**src/rtl/edo_pkg.sv**
```systemverilog
package edo_pkg;

  localparam int unsigned DQ_W = 16;

  typedef enum logic [2:0] {
    S_WAIT, S_IDLE, S_RCAS, S_RRAS, S_ROW, S_CADR, S_COL, S_PRE
  } edo_st_e;

  function automatic int unsigned pause_cycles(input int unsigned us, input int unsigned mhz);
    return us * mhz;
  endfunction

  function automatic int unsigned max2(input int unsigned a, input int unsigned b);
    return (a > b) ? a : b;
  endfunction

  // cycles from the accepting edge to the edge that raises rsp_valid
  function automatic int unsigned read_latency(input int unsigned rcd, input int unsigned acc);
    return rcd + 1 + acc;
  endfunction

  function automatic logic [DQ_W-1:0] lane_mask(input logic [1:0] be);
    return {{8{be[1]}}, {8{be[0]}}};
  endfunction

endpackage

```
**src/rtl/edo_ref_sched.sv**
```systemverilog
module edo_ref_sched #(
  parameter int unsigned PAUSE_CYC = 20000,
  parameter int unsigned INIT_REF  = 8,
  parameter int unsigned REF_INT   = 1560
) (
  input  logic clk,
  input  logic rst_n,
  input  logic ref_ack,
  output logic pause_done,
  output logic init_fin,
  output logic ref_need
);
  localparam int unsigned PW = $clog2(PAUSE_CYC + 1);
  localparam int unsigned IW = $clog2(INIT_REF + 1);
  localparam int unsigned RW = $clog2(REF_INT + 1);

  logic [PW-1:0] pause_cnt;
  logic [IW-1:0] init_left;
  logic [RW-1:0] int_cnt;
  logic          per_pend;
  logic          per_tick;
  logic          init_pend;

  assign pause_done = (pause_cnt == PW'(PAUSE_CYC));
  assign init_pend  = pause_done && (init_left != '0);
  assign init_fin   = pause_done && (init_left == '0);
  assign per_tick   = init_fin && (int_cnt == RW'(REF_INT - 1));
  assign ref_need   = init_pend || per_pend;

  always_ff @(posedge clk) begin
    if (!rst_n) begin
      pause_cnt <= '0;
      init_left <= IW'(INIT_REF);
      int_cnt   <= '0;
      per_pend  <= 1'b0;
    end else begin
      if (!pause_done) pause_cnt <= pause_cnt + 1'b1;
      if (ref_ack && init_left != '0) init_left <= init_left - 1'b1;
      if (init_fin) int_cnt <= per_tick ? '0 : int_cnt + 1'b1;
      if (per_tick) per_pend <= 1'b1;
      else if (ref_ack && init_fin) per_pend <= 1'b0;
    end
  end


  ack_after_pause_chk: assert property (@(posedge clk) disable iff (!rst_n)
    ref_ack |-> pause_done);


  pend_held_chk: assert property (@(posedge clk) disable iff (!rst_n)
    (per_pend && !ref_ack) |=> per_pend);

endmodule

```
**src/rtl/edo_cycle_fsm.sv**
```systemverilog
module edo_cycle_fsm
  import edo_pkg::*;
#(
  parameter int unsigned ROW_W = 12,
  parameter int unsigned COL_W = 10,
  parameter int unsigned DA_W  = 12,
  parameter int unsigned T_RCD = 2,
  parameter int unsigned T_CAS = 2,
  parameter int unsigned T_ACC = 2,
  parameter int unsigned T_RP  = 3,
  parameter int unsigned T_CSR = 1,
  parameter int unsigned T_RAS = 5
) (
  input  logic                   clk,
  input  logic                   rst_n,
  input  logic                   pause_done,
  input  logic                   init_fin,
  input  logic                   ref_need,
  output logic                   ref_ack,
  input  logic                   req_valid,
  input  logic                   req_we,
  input  logic [ROW_W+COL_W-1:0] req_addr,
  input  logic [DQ_W-1:0]        req_wdata,
  input  logic [1:0]             req_be,
  output logic                   req_ready,
  output logic                   rsp_valid,
  output logic [DQ_W-1:0]        rsp_rdata,
  output logic [DA_W-1:0]        dram_addr,
  output logic                   dram_ras_n,
  output logic                   dram_lcas_n,
  output logic                   dram_ucas_n,
  output logic                   dram_we_n,
  output logic                   dram_oe_n,
  output logic [DQ_W-1:0]        dram_dq_out,
  output logic                   dram_dq_oe,
  input  logic [DQ_W-1:0]        dram_dq_in
);
  localparam int unsigned TMAX = max2(max2(max2(T_RCD, T_CAS), max2(T_RP, T_CSR)), T_RAS);
  localparam int unsigned CW   = $clog2(TMAX + 1) + 1;
  localparam int unsigned CAP  = T_CAS - T_ACC;

  edo_st_e                st;
  logic [CW-1:0]          cnt;
  logic [ROW_W+COL_W-1:0] addr_q;
  logic [DQ_W-1:0]        wdata_q;
  logic [1:0]             be_q;
  logic                   we_q;

  // named internal events
  logic t_done, req_fire, zero_be, cap_ev, in_access, ras_low;
  assign t_done    = (cnt == '0);
  assign req_ready = (st == S_IDLE) && init_fin && !ref_need;
  assign ref_ack   = (st == S_IDLE) && ref_need;
  assign req_fire  = req_valid && req_ready;
  assign zero_be   = (req_be == 2'b00);
  assign in_access = (st == S_ROW) || (st == S_CADR) || (st == S_COL);
  assign cap_ev    = (st == S_COL) && !we_q && (cnt == CW'(CAP));
  assign ras_low   = in_access || (st == S_RRAS);

  always_ff @(posedge clk) begin
    if (!rst_n) begin
      st        <= S_WAIT;
      cnt       <= '0;
      addr_q    <= '0;
      wdata_q   <= '0;
      be_q      <= '0;
      we_q      <= 1'b0;
      rsp_valid <= 1'b0;
      rsp_rdata <= '0;
    end else begin
      rsp_valid <= 1'b0;
      if (!t_done) cnt <= cnt - 1'b1;
      unique case (st)
        S_WAIT: if (pause_done) st <= S_IDLE;
        S_IDLE: begin
          if (ref_need) begin
            st  <= S_RCAS;
            cnt <= CW'(T_CSR - 1);
          end else if (req_fire) begin
            addr_q  <= req_addr;
            wdata_q <= req_wdata;
            be_q    <= req_be;
            we_q    <= req_we;
            if (zero_be) begin
              rsp_valid <= !req_we;
              rsp_rdata <= '0;
            end else begin
              st  <= S_ROW;
              cnt <= CW'(T_RCD - 1);
            end
          end
        end
        S_RCAS: if (t_done) begin st <= S_RRAS; cnt <= CW'(T_RAS - 1); end
        S_RRAS: if (t_done) begin st <= S_PRE;  cnt <= CW'(T_RP - 1);  end
        S_ROW:  if (t_done) st <= S_CADR;
        S_CADR: begin st <= S_COL; cnt <= CW'(T_CAS - 1); end
        S_COL: begin
          if (cap_ev) begin
            rsp_valid <= 1'b1;
            rsp_rdata <= dram_dq_in & lane_mask(be_q);
          end
          if (t_done) begin st <= S_PRE; cnt <= CW'(T_RP - 1); end
        end
        S_PRE:  if (t_done) st <= S_IDLE;
        default: st <= S_WAIT;
      endcase
    end
  end

  logic [DA_W-1:0] row_a, col_a;
  assign row_a = DA_W'(addr_q[ROW_W+COL_W-1:COL_W]);
  assign col_a = DA_W'(addr_q[COL_W-1:0]);

  assign dram_addr   = ((st == S_CADR) || (st == S_COL)) ? col_a : row_a;
  assign dram_ras_n  = !ras_low;
  assign dram_lcas_n = !((st == S_RCAS) || (st == S_RRAS) || ((st == S_COL) && be_q[0]));
  assign dram_ucas_n = !((st == S_RCAS) || (st == S_RRAS) || ((st == S_COL) && be_q[1]));
  assign dram_we_n   = !(we_q && in_access);
  assign dram_oe_n   = !(!we_q && (st == S_COL));
  assign dram_dq_oe  = we_q && in_access;
  assign dram_dq_out = wdata_q;

  // checker counter: cycles the row strobe has been high, saturating
  logic [CW-1:0] ras_hi_run;
  always_ff @(posedge clk) begin
    if (!rst_n) ras_hi_run <= CW'(TMAX);
    else if (!dram_ras_n) ras_hi_run <= '0;
    else if (ras_hi_run != CW'(TMAX)) ras_hi_run <= ras_hi_run + 1'b1;
  end


  pause_quiet_chk: assert property (@(posedge clk) disable iff (!rst_n)
    !pause_done |-> (dram_ras_n && dram_lcas_n && dram_ucas_n));


  cbr_order_chk: assert property (@(posedge clk) disable iff (!rst_n)
    ($fell(dram_ras_n) && !dram_lcas_n) |->
      ($past(!dram_lcas_n && !dram_ucas_n) && dram_we_n && dram_oe_n && !dram_dq_oe));


  early_write_chk: assert property (@(posedge clk) disable iff (!rst_n)
    (($fell(dram_lcas_n) || $fell(dram_ucas_n)) && !dram_ras_n && !dram_we_n) |->
      ($past(!dram_we_n) && dram_oe_n));


  bus_clash_chk: assert property (@(posedge clk) disable iff (!rst_n)
    !(dram_dq_oe && !dram_oe_n));


  rsp_pulse_chk: assert property (@(posedge clk) disable iff (!rst_n)
    rsp_valid |=> !rsp_valid);


  precharge_chk: assert property (@(posedge clk) disable iff (!rst_n)
    $fell(dram_ras_n) |-> (ras_hi_run >= CW'(T_RP)));

endmodule

```
**src/rtl/edo_ctrl.sv**
```systemverilog
module edo_ctrl
  import edo_pkg::*;
#(
  parameter int unsigned CLK_MHZ  = 100,
  parameter int unsigned PAUSE_US = 200,
  parameter int unsigned INIT_REF = 8,
  parameter int unsigned REF_INT  = 1560,
  parameter int unsigned ROW_W    = 12,
  parameter int unsigned COL_W    = 10,
  parameter int unsigned T_RCD    = 2,
  parameter int unsigned T_CAS    = 2,
  parameter int unsigned T_ACC    = 2,
  parameter int unsigned T_RP     = 3,
  parameter int unsigned T_CSR    = 1,
  parameter int unsigned T_RAS    = 5,
  localparam int unsigned AW      = ROW_W + COL_W,
  localparam int unsigned DA_W    = (ROW_W > COL_W) ? ROW_W : COL_W
) (
  input  logic            clk,
  input  logic            rst_n,
  input  logic            req_valid,
  input  logic            req_we,
  input  logic [AW-1:0]   req_addr,
  input  logic [15:0]     req_wdata,
  input  logic [1:0]      req_be,
  output logic            req_ready,
  output logic            rsp_valid,
  output logic [15:0]     rsp_rdata,
  output logic [DA_W-1:0] dram_addr,
  output logic            dram_ras_n,
  output logic            dram_lcas_n,
  output logic            dram_ucas_n,
  output logic            dram_we_n,
  output logic            dram_oe_n,
  output logic [15:0]     dram_dq_out,
  output logic            dram_dq_oe,
  input  logic [15:0]     dram_dq_in
);
  localparam int unsigned PAUSE_CYC = pause_cycles(PAUSE_US, CLK_MHZ);

  logic pause_done, init_fin, ref_need, ref_ack;

  edo_ref_sched #(
    .PAUSE_CYC(PAUSE_CYC), .INIT_REF(INIT_REF), .REF_INT(REF_INT)
  ) u_sched (
    .clk(clk), .rst_n(rst_n), .ref_ack(ref_ack),
    .pause_done(pause_done), .init_fin(init_fin), .ref_need(ref_need)
  );

  edo_cycle_fsm #(
    .ROW_W(ROW_W), .COL_W(COL_W), .DA_W(DA_W),
    .T_RCD(T_RCD), .T_CAS(T_CAS), .T_ACC(T_ACC),
    .T_RP(T_RP), .T_CSR(T_CSR), .T_RAS(T_RAS)
  ) u_fsm (
    .clk(clk), .rst_n(rst_n),
    .pause_done(pause_done), .init_fin(init_fin), .ref_need(ref_need), .ref_ack(ref_ack),
    .req_valid(req_valid), .req_we(req_we), .req_addr(req_addr),
    .req_wdata(req_wdata), .req_be(req_be), .req_ready(req_ready),
    .rsp_valid(rsp_valid), .rsp_rdata(rsp_rdata),
    .dram_addr(dram_addr), .dram_ras_n(dram_ras_n),
    .dram_lcas_n(dram_lcas_n), .dram_ucas_n(dram_ucas_n),
    .dram_we_n(dram_we_n), .dram_oe_n(dram_oe_n),
    .dram_dq_out(dram_dq_out), .dram_dq_oe(dram_dq_oe), .dram_dq_in(dram_dq_in)
  );

  initial begin

    acc_fits_chk: assert (T_ACC >= 1 && T_ACC <= T_CAS);

    interval_chk: assert (REF_INT >= 2);
  end

endmodule

```
**config.mk**
```make
export PLATFORM = sky130hd
export DESIGN_NAME = edo_ctrl
export DESIGN_NICKNAME = d
export VERILOG_FILES = /design/src/rtl/edo_pkg.sv /design/src/rtl/edo_ref_sched.sv /design/src/rtl/edo_cycle_fsm.sv /design/src/rtl/edo_ctrl.sv
export SDC_FILE = /design/constraint.sdc
export NUM_CORES = 1
export LEC_CHECK = 0
export ABC_CLOCK_PERIOD_IN_PS = 3500
export BUFFER_PORTS_ARGS = -buffer_cell sky130_fd_sc_hd__buf_2
export CORE_ASPECT_RATIO = 1.5
export CORE_MARGIN = 3
export CORE_UTILIZATION = 53
export CTS_CLUSTER_SIZE = 12
export DETAILED_ROUTE_END_ITERATION = 12
export MAX_ROUTING_LAYER = met4
export PLACE_DENSITY_LB_ADDON = 0.3
export SYNTH_ARGS = -nofsm -noshare
export SYNTH_HDL_FRONTEND = slang
export SYNTH_HIERARCHICAL = 1
export SYNTH_SLANG_ARGS = --single-unit
```
**constraint.sdc**
```tcl
create_clock -name clk -period 3.5 [get_ports clk]
set_clock_uncertainty 0.15 [all_clocks]
set_input_delay 0.7 -clock clk [delete_from_list [all_inputs] [get_ports clk]]
set_output_delay 0.7 -clock clk [all_outputs]
set_load 0.05 [all_outputs]
```
After elaboration in Yosys (flattened, before gate mapping):

Cells that the tools add are included.

* add/subtract/negate cells: 4
* eq/ne operators: 20
* mux-type cells: 30
* bitwise logic cells: 2
* reduce and logical (&&, ||, !) cells: 41

Operators by type and width (count)
* $mux 16: 4
* $pmux 16 s2: 1
* $mux 3: 8
* $mux 4: 6
* $pmux 3 s7: 1
* $and 16x16->16: 1
* $pmux 4 s4: 1
* $add 15x1->15 const B: 1
* $eq 15x15->1 const B: 1
* $logic_and 1x1->1: 14
* $ne 2x1->1 const B: 7
* $eq 3x3->1 const B: 4
* $mux 12: 1
* $add 11x1->11 const B: 1
* $eq 11x11->1 const B: 1
* $mux 11: 1
* $logic_not 1->1: 8
* $logic_not 4->1: 2
* $logic_or 1x1->1: 8
* $sub 4x1->4 const B: 2
* $reduce_and 7->1: 1
* $eq 3x2->1 const B: 2
* $mux 1: 6
* $reduce_and 5->1: 1
* other kinds (12): 14

* register bits after elaboration: 96
* output and inout port bits: 52
* word-level logic and storage cells: 109

Longest topological paths before layout:

Gate-level depths: netlist of the first run.

* word-level depth: 9
* depth in mapped cells: 13
* depth with buffers taken out: 11

Cells and area by module:

The synthesis of the first run kept the hierarchy.

Modules (own cells, without submodules)
* edo_cycle_fsm: instances 1, cells each 343, area each 2872.8 sq um, sequential area each 1301.2 sq um
* edo_ref_sched: instances 1, cells each 178, area each 1571.5 sq um, sequential area each 620.6 sq um

Worst setup path before layout of the first run:

No wires, ideal clock.

* path kind: register to register
* start point: register u_sched.pause_cnt[0]
* end point: register u_sched.init_left[3]
* arrival: 2.744 ns
* slack: 0.486 ns
* cell stages (with the launch flop): 12
* clock period less this slack: 3.014 ns
* cell sequence: dfxtp_1 -> inv_1 -> ha_1 -> and4bb_1 -> nand4_2 -> buf_6 -> inv_2 -> a21o_1 -> inv_1 -> nor3_1 -> or4b_2 -> a211o_1

* longest elaborated chain between the ends: 5

Ends and longest elaborated chain
* start, declared: RTL line edo_ref_sched.sv:17 `logic [PW-1:0] pause_cnt;`
* start signal, assigned: RTL line edo_ref_sched.sv:37 `if (!pause_done) pause_cnt <= pause_cnt + 1'b1;`
* $eq 15x15->1: RTL line edo_ref_sched.sv:24 `assign pause_done = (pause_cnt == PW'(PAUSE_CYC));`
* net pause_done: RTL line edo_ctrl.sv:41 `logic pause_done, init_fin, ref_need, ref_ack;`
* $logic_and 1x1->1: RTL line edo_ref_sched.sv:25 `assign init_pend = pause_done && (init_left != '0);`
* $logic_or 1x1->1: RTL line edo_ref_sched.sv:28 `assign ref_need = init_pend || per_pend;`
* net ref_need: RTL line edo_ctrl.sv:41
* $logic_and 1x1->1: RTL line edo_cycle_fsm.sv:53 `assign ref_ack = (st == S_IDLE) && ref_need;`
* net ref_ack: RTL line edo_ctrl.sv:41
* $logic_and 1x1->1: RTL line edo_ref_sched.sv:38 `if (ref_ack && init_left != '0) init_left <= init_left - 1'b1;`
* end signal, assigned: RTL line edo_ref_sched.sv:33 `init_left <= IW'(INIT_REF);`
* end signal, assigned: RTL line edo_ref_sched.sv:38
* end, declared: RTL line edo_ref_sched.sv:18 `logic [IW-1:0] init_left;`

The timed path passes the listed nets, and every way through them passes these cells.
A chain may end at the register's enable or synchronous reset.

Worst setup path after layout of the first run:

* start point: register u_sched.init_left[0]
* end point: output port req_ready

* longest elaborated chain between the ends: 5
* elaborated cells between the ends (all ways): 8
* those cells by class: reduce/logical: 8

Ends and longest elaborated chain
* $reduce_bool 4->1: RTL line edo_ref_sched.sv:25
* $logic_and 1x1->1: RTL line edo_ref_sched.sv:25
* $logic_or 1x1->1: RTL line edo_ref_sched.sv:28
* net ref_need: RTL line edo_ctrl.sv:41
* $logic_not 1->1: RTL line edo_cycle_fsm.sv:52 `assign req_ready = (st == S_IDLE) && init_fin && !ref_need;`
* $logic_and 1x1->1: RTL line edo_cycle_fsm.sv:52
* end, declared: RTL line edo_ctrl.sv:26 `output logic req_ready,`

The timed path passes the listed nets, and every way through them passes these cells.

==> results of run 1 <==
## worst max-delay path: cells and delay by family (launching register included)
kind / cells / cell delay [ps]
AO/OA/AOI/OAI: 1 / 260
adder cells (fa/ha/maj): 1 / 220
buffers and inverters: 2 / 340
flip-flops: 1 / 310
AND/OR/NAND/NOR: 3 / 860
## cells in the final DEF, fill, tap and decap left out, types with 4 or more instances in the layout
cell	n
o21ai_0	13
nand4_1	7
and2_1	5
buf_2	111
and3_1	6
mux2_2	10
clkbuf_16	9
nor2_1	20
inv_1	14
nor3_1	5
nor4_1	4
a21boi_1	15
a211oi_1	5
nand2b_1	5
or4_1	5
mux2i_1	17
a21oi_1	21
xor2_1	6
or3_1	9
a21boi_0	27
o31ai_1	5
dfxtp_1	96
ha_1	6
nand3_1	10
xnor2_1	5
buf_4	6
nand2_1	130
## through the flow
stage | area, um2 | worst slack (ps) | total power, uW | hold slack [ps] | std cells
floorplan | 4444 | 486.4 | 1270 | 281.6 | 521
global placement | 5059 | 694.9 | 1326 | 289.6 | 714
detailed placement | 5059 | 542.5 | 1335 | 296.7 | 714
CTS | 5349 | 304.5 | 2289 | 308.2 | 730
global route | 5349 | 148.1 | 2359 | 325.1 | 730
finish | 5349 | 325.5 | 2268 | 305.9 | 730
## cell families after synthesis
kind of cell | count (synthesis) | share of synthesized area [%]
simple gates | 234 | 26.27
buf+inv | 46 | 4.448
fa+ha+maj | 6 | 1.689
flops | 96 | 43.24
xor+xnor | 11 | 2.168
mux | 27 | 6.363
compound gates | 101 | 15.82
## state kept, by name, summed over array words and instances, names as in the netlist
name               count
u_fsm/be_q             2
u_fsm/addr_q          22
u_sched/int_cnt       11
u_fsm/dram_dq_out     16
u_fsm/rsp_valid        1
u_fsm/st               3
u_sched/pause_cnt     15
u_fsm/cnt              4
u_fsm/we_q             1
u_fsm/rsp_rdata       16
u_sched/per_pend       1
u_sched/init_left      4
## layer usage
layer	vias to the layer above	GRT usage (%)	routed length, um
met5	-	-	0
met4	0	10.04	231
met3	19	2.973	323
met2	80	38.23	5219
met1	1842	24.00	4086
li1	2000	-	-
## where the power goes
group          internal, uW  switching (uW)  leakage (uW)
Clock                   554             397      0.000143
Combinational          85.2             104       0.00119
Sequential             1110            15.9      0.000774
## area by class of cell
type | count | area share (%)
multi-input cells | 379 | 43.46
flip-flops and latches | 96 | 35.93
repair buffers | 118 | 11.60
clock buffers | 11 | 4.351
well taps | 105 | 2.456
inverters | 16 | 1.123
clock inverters | 5 | 1.076
## worst paths after layout
check                       start              endpoint  slack (ps)  cells past startpoint
max          u_sched/init_left[0]             req_ready         330                      7
min               u_fsm/addr_q[4]       u_fsm/addr_q[4]         310                      2
max reg2reg  u_sched/pause_cnt[0]  u_sched/init_left[3]         560                     10
min reg2reg       u_fsm/addr_q[4]       u_fsm/addr_q[4]         310                      2
==> results.yml, run 1 <==
timing:
  hold_viol_final: 0
  finalMaxSlewViolations: 0
  min_period_ps: 3174
  max_freq_ghz: 0.3150
  rsz0062_at_grt: "false"
  finalSetupTns_ps: 0
  setup_violations: 0
  worstMarginPinSlew_ps: 725.2
  slew_headroom_pct: 51.60
  period_share_pct: 90.70
detailed_routing:
  first_pass_iters: 4
  drt_iter0_drc: 248
  drc: 0
  wl_um: 9861
  vias_per_cell: 5.399
  num_vias: 3941
  ant_nets: 0
  wire_per_inst_um: 13.51
global_routing:
  grt_max_degree: 70
  antenna_found_initial: 0
  grt_pass1_wl_um: 16480
  grt_pass1_vias: 3841
  grt_overflow: 0
  grt_util_all_layers_pct: 21.86
critical_path:
  crit_chain: "inv_1 > ha_1 > or3b_1 > a21o_1 > nor2_2 > and3_1 > buf_2"
  critPathMaxFanout: 10
  startpoint_type: "register"
  crit_type: "register to output port"
  slowest_delay_ps: 510
  crit_arrival_ps: 2320
  crit_required_ps: 2650
  cp-end-kind: "output port"
  cp_slowest_cell: "or3b_1"
synth:
  syn_inst: 521
  synth_edf_count: 0
  synth_top_cell_by_area: "dfxtp_1"
  async_reset_ff_share_pct: 0
  yosysSeqAreaShare_pct: 43.24
  synth_top_area_share_pct: 43.24
  ys_seq_elements: 96
  syn_nets: 587
  synth.most_common_cell: "nand2_1"
  synth_ff_type: "dfxtp_1"
  syn_area_mm2: 0.004444
  yosysWarnings: 6
  syn_avg_cell_area_um2: 8.530
  yosys.cell_types.count: 63
  synthTopCellsByCount: "130 x nand2_1, 96 x dfxtp_1, 27 x a21boi_0"
  ys_top_cells_by_area: "dfxtp_1 43%, nand2_1 11%, a21boi_0 4.6%, mux2i_1 3.8%, a21boi_1 2.5%"
clock_tree:
  cts.sinks: 96
  cts_tree: "yes"
  cts_root_buffer: "clkbuf_16"
  htree_levels: 3
  post_cts_buffers: 0
  clock_latency_ps: 340
  cts_resized: 0
  numCtsBuffers: 9
  clkTransAtPathRegs_ps: 60
  cts_hold_buffers: 0
  clock_path_buffers: 2
final_layout:
  layout.area.seq_mm2: 0.001922
  multi_input_area_mm2: 0.002325
  diodes: 0
  fillers: 710
  drive_gt1_share_pct: 25.44
  area_delta_synth_final_pct: 20.35
  nNetsFinal: 686
  fin_util_pct: 65.97
floorplanning:
  fp.dieW_um: 80.77
  core-area_mm2: 0.008108
  initial_core_util_pct: 54.81
  ioPinCount: 112
  rows: 40
  fp.dieArea_mm2: 0.009543
  die-height_um: 118.2
placed_design:
  portBuffers: 111
  hpwlAfterDp_um: 7109
  gp_congestion: 0.7597
power_and_ir_drop:
  ir_drop_mv: 0.2910
  p_per_area_mw_per_mm2: 424.0
  power_leakage_uw: 0.002106
flow_run:
  drv_cap: 0
hold_path:
  min_path_type: "register to register"
outcome:
  outcome: "finished clean"
Power figures use the tool's default switching activity.
==> run 2: changes to the inputs <==
--- a/config.mk
+++ b/config.mk
@@ -7,7 +7,6 @@
 export LEC_CHECK = 0
 export ABC_CLOCK_PERIOD_IN_PS = 3500
 export BUFFER_PORTS_ARGS = -buffer_cell sky130_fd_sc_hd__buf_2
-export CORE_ASPECT_RATIO = 1.5
 export CORE_MARGIN = 3
 export CORE_UTILIZATION = 53
 export CTS_CLUSTER_SIZE = 12
==> run 2 against run 1 <==
- maximum frequency is 1.7% lower
- die area is 0.24% lower
- clock power is 24% lower
- largest cell class unchanged
- power is 9.9% lower
==> results.yml, run 2 (synthesis gave the netlist of run 1 again) <==
hold_path:
  holdPathEnd: "u_fsm/addr_q[8]"
  whs_path_depth: 2
  worstHoldStart: "u_fsm/addr_q[8]"
  min_path_type: "register to register"
clock_tree:
  cts_tree: "yes"
  clock_path_buffers: 2
  cts.sinks: 96
  clock_latency_ps: 350
  clkTransAtPathRegs_ps: 90
  cts_root_buffer: "clkbuf_8"
  cts_hold_buffers: 0
  numCtsBuffers: 9
  htree_levels: 3
  post_cts_buffers: 0
  cts_resized: 0
power_and_ir_drop:
  power_leakage_uw: 0.002053
  pwr-share-seq_pct: 55.1
  clock_power_share_pct: 35.3
  p_int_uw: 1533
  p_switching_uw: 510.9
  ir_drop_mv: 0.3503
  combPwrFrac_pct: 9.6
  p_per_area_mw_per_mm2: 390.3
  swShare_pct: 25.00
  power_uw: 2044
detailed_routing:
  ant_nets: 0
  drt_iter0_drc: 153
  num_vias: 3929
  wire_per_inst_um: 13.54
  vias_per_cell: 5.404
  drc: 0
  wl_um: 9840
  first_pass_iters: 4
critical_path:
  crit_type: "register to output port"
  critPathMaxFanout: 10
  cp-end-kind: "output port"
  cp_slowest_cell: "or3b_1"
  rr_startpoint: "u_sched/pause_cnt[0]"
  slowest_delay_ps: 520
  startpoint_type: "register"
  worstRegToRegCells: 11
  regToRegEndpoint: "u_sched/init_left[3]"
  crit_chain: "inv_1 > ha_1 > or3b_1 > a21o_1 > nor2_2 > and3_1 > buf_2"
  rrSetupSlack_ps: 630
  cp_num_cells: 7
  crit_arrival_ps: 2380
  critPathTopFamily: "simple AND/OR/NAND/NOR gates"
  path_buf_inv: 2
  crit_required_ps: 2650
final_layout:
  layout_common_cells: "130 x nand2_1, 111 x buf_2, 96 x dfxtp_1"
  largest_reg_flops: 22
  fin_area_mm2: 0.005238
  layout.area.seq_mm2: 0.001922
  fin_cells: 727
  multi_input_area_mm2: 0.002325
  nNetsFinal: 686
  area_delta_synth_final_pct: 17.85
  regMostFlops: "u_fsm/addr_q"
  final_common_cell: "nand2_1"
  fillers: 686
  fin_util_pct: 66.07
  diodes: 0
  drive_gt1_share_pct: 25.60
floorplanning:
  die-height_um: 97.57
  ioPinCount: 112
  core-area_mm2: 0.007928
  initial_core_util_pct: 56.06
  fp.dieW_um: 97.57
  fp.dieArea_mm2: 0.009520
  rows: 32
global_routing:
  grt_pass1_vias: 3807
  grt_max_degree: 59
  grt_overflow: 0
  grt_util_all_layers_pct: 21.35
  grt_pass1_wl_um: 16840
  antenna_found_initial: 0
timing:
  setup_violations: 0
  worstMarginPinSlew_ps: 768.5
  hold_viol_final: 0
  slew_headroom_pct: 48.71
  rsz0062_at_grt: "false"
  period_share_pct: 92.25
  finalMaxSlewViolations: 0
  min_period_ps: 3229
  finalSetupTns_ps: 0
  max_freq_ghz: 0.3097
placed_design:
  gp_congestion: 0.8800
  dp.cells: 711
  hpwlAfterDp_um: 7097
  placed_area_mm2: 0.005042
  portBuffers: 111
flow_run:
  drv_cap: 0
outcome:
  outcome: "finished clean"
## run 2: cell types whose count changed in the layout (fill, tap and decap cells not counted), sizes merged
cell      change
clkinv        -3
clkbuf        -1
clkinvlp      +2
inv           +2
## run 2: worst max path at each step
stage,end,startpoint,slack (ps)
global route,req_ready,u_sched/init_left[0],70
floorplan,u_sched/init_left[3],u_sched/pause_cnt[0],490
global placement,req_ready,u_sched/init_left[0],720
detailed placement,u_sched/init_left[3],u_sched/pause_cnt[0],640
finish,req_ready,u_sched/init_left[0],270
CTS,req_ready,u_sched/init_left[0],260
## run 2: stage by stage
stage / setup slack (ps) / hold WS, ps
after global routing: 71.70 / 328.0
after detailed placement: 641.4 / 295.4
after global placement: 720.0 / 287.8
final: 271.4 / 306.8
after floorplan: 486.4 / 281.6
after CTS: 258.4 / 308.9
## run 2: worst register-to-register path, delay by kind of cell, from the launching register on
family          cells  cell delay, ps
compound gates      2             520
fa+ha+maj           1             160
buf+inv             4             470
flops               1             350
simple gates        4            1120
## run 2: layer usage
metal | routed length (um) | vias to the layer above | part of all wire, % | GRT usage [%]
li1 | - | 2000 | - | -
met5 | 0 | - | 0 | -
met3 | 537 | 11 | 5.5 | 4.307
met4 | 95 | 0 | 0.97 | 6.283
met2 | 4831 | 104 | 49 | 35.11
met1 | 4376 | 1814 | 44 | 26.62
## run 2: area by class of cell
| type | count | share of cell area (%) |
|---|---|---|
| well taps | 102 | 2.437 |
| repair buffers | 118 | 11.61 |
| multi-input cells | 379 | 44.39 |
| clock inverters | 6 | 1.290 |
| flip-flops and latches | 96 | 36.69 |
| inverters | 16 | 1.147 |
| clock buffers | 10 | 2.437 |
## run 2: power by group through the flow
stage	Sequential [uW]	Combinational [uW]	Clock (uW)
finish	1130	197	722
floorplan	1150	123	0
global route	1130	227	783
CTS	1130	196	738
global placement	1150	182	0
detailed placement	1150	193	0
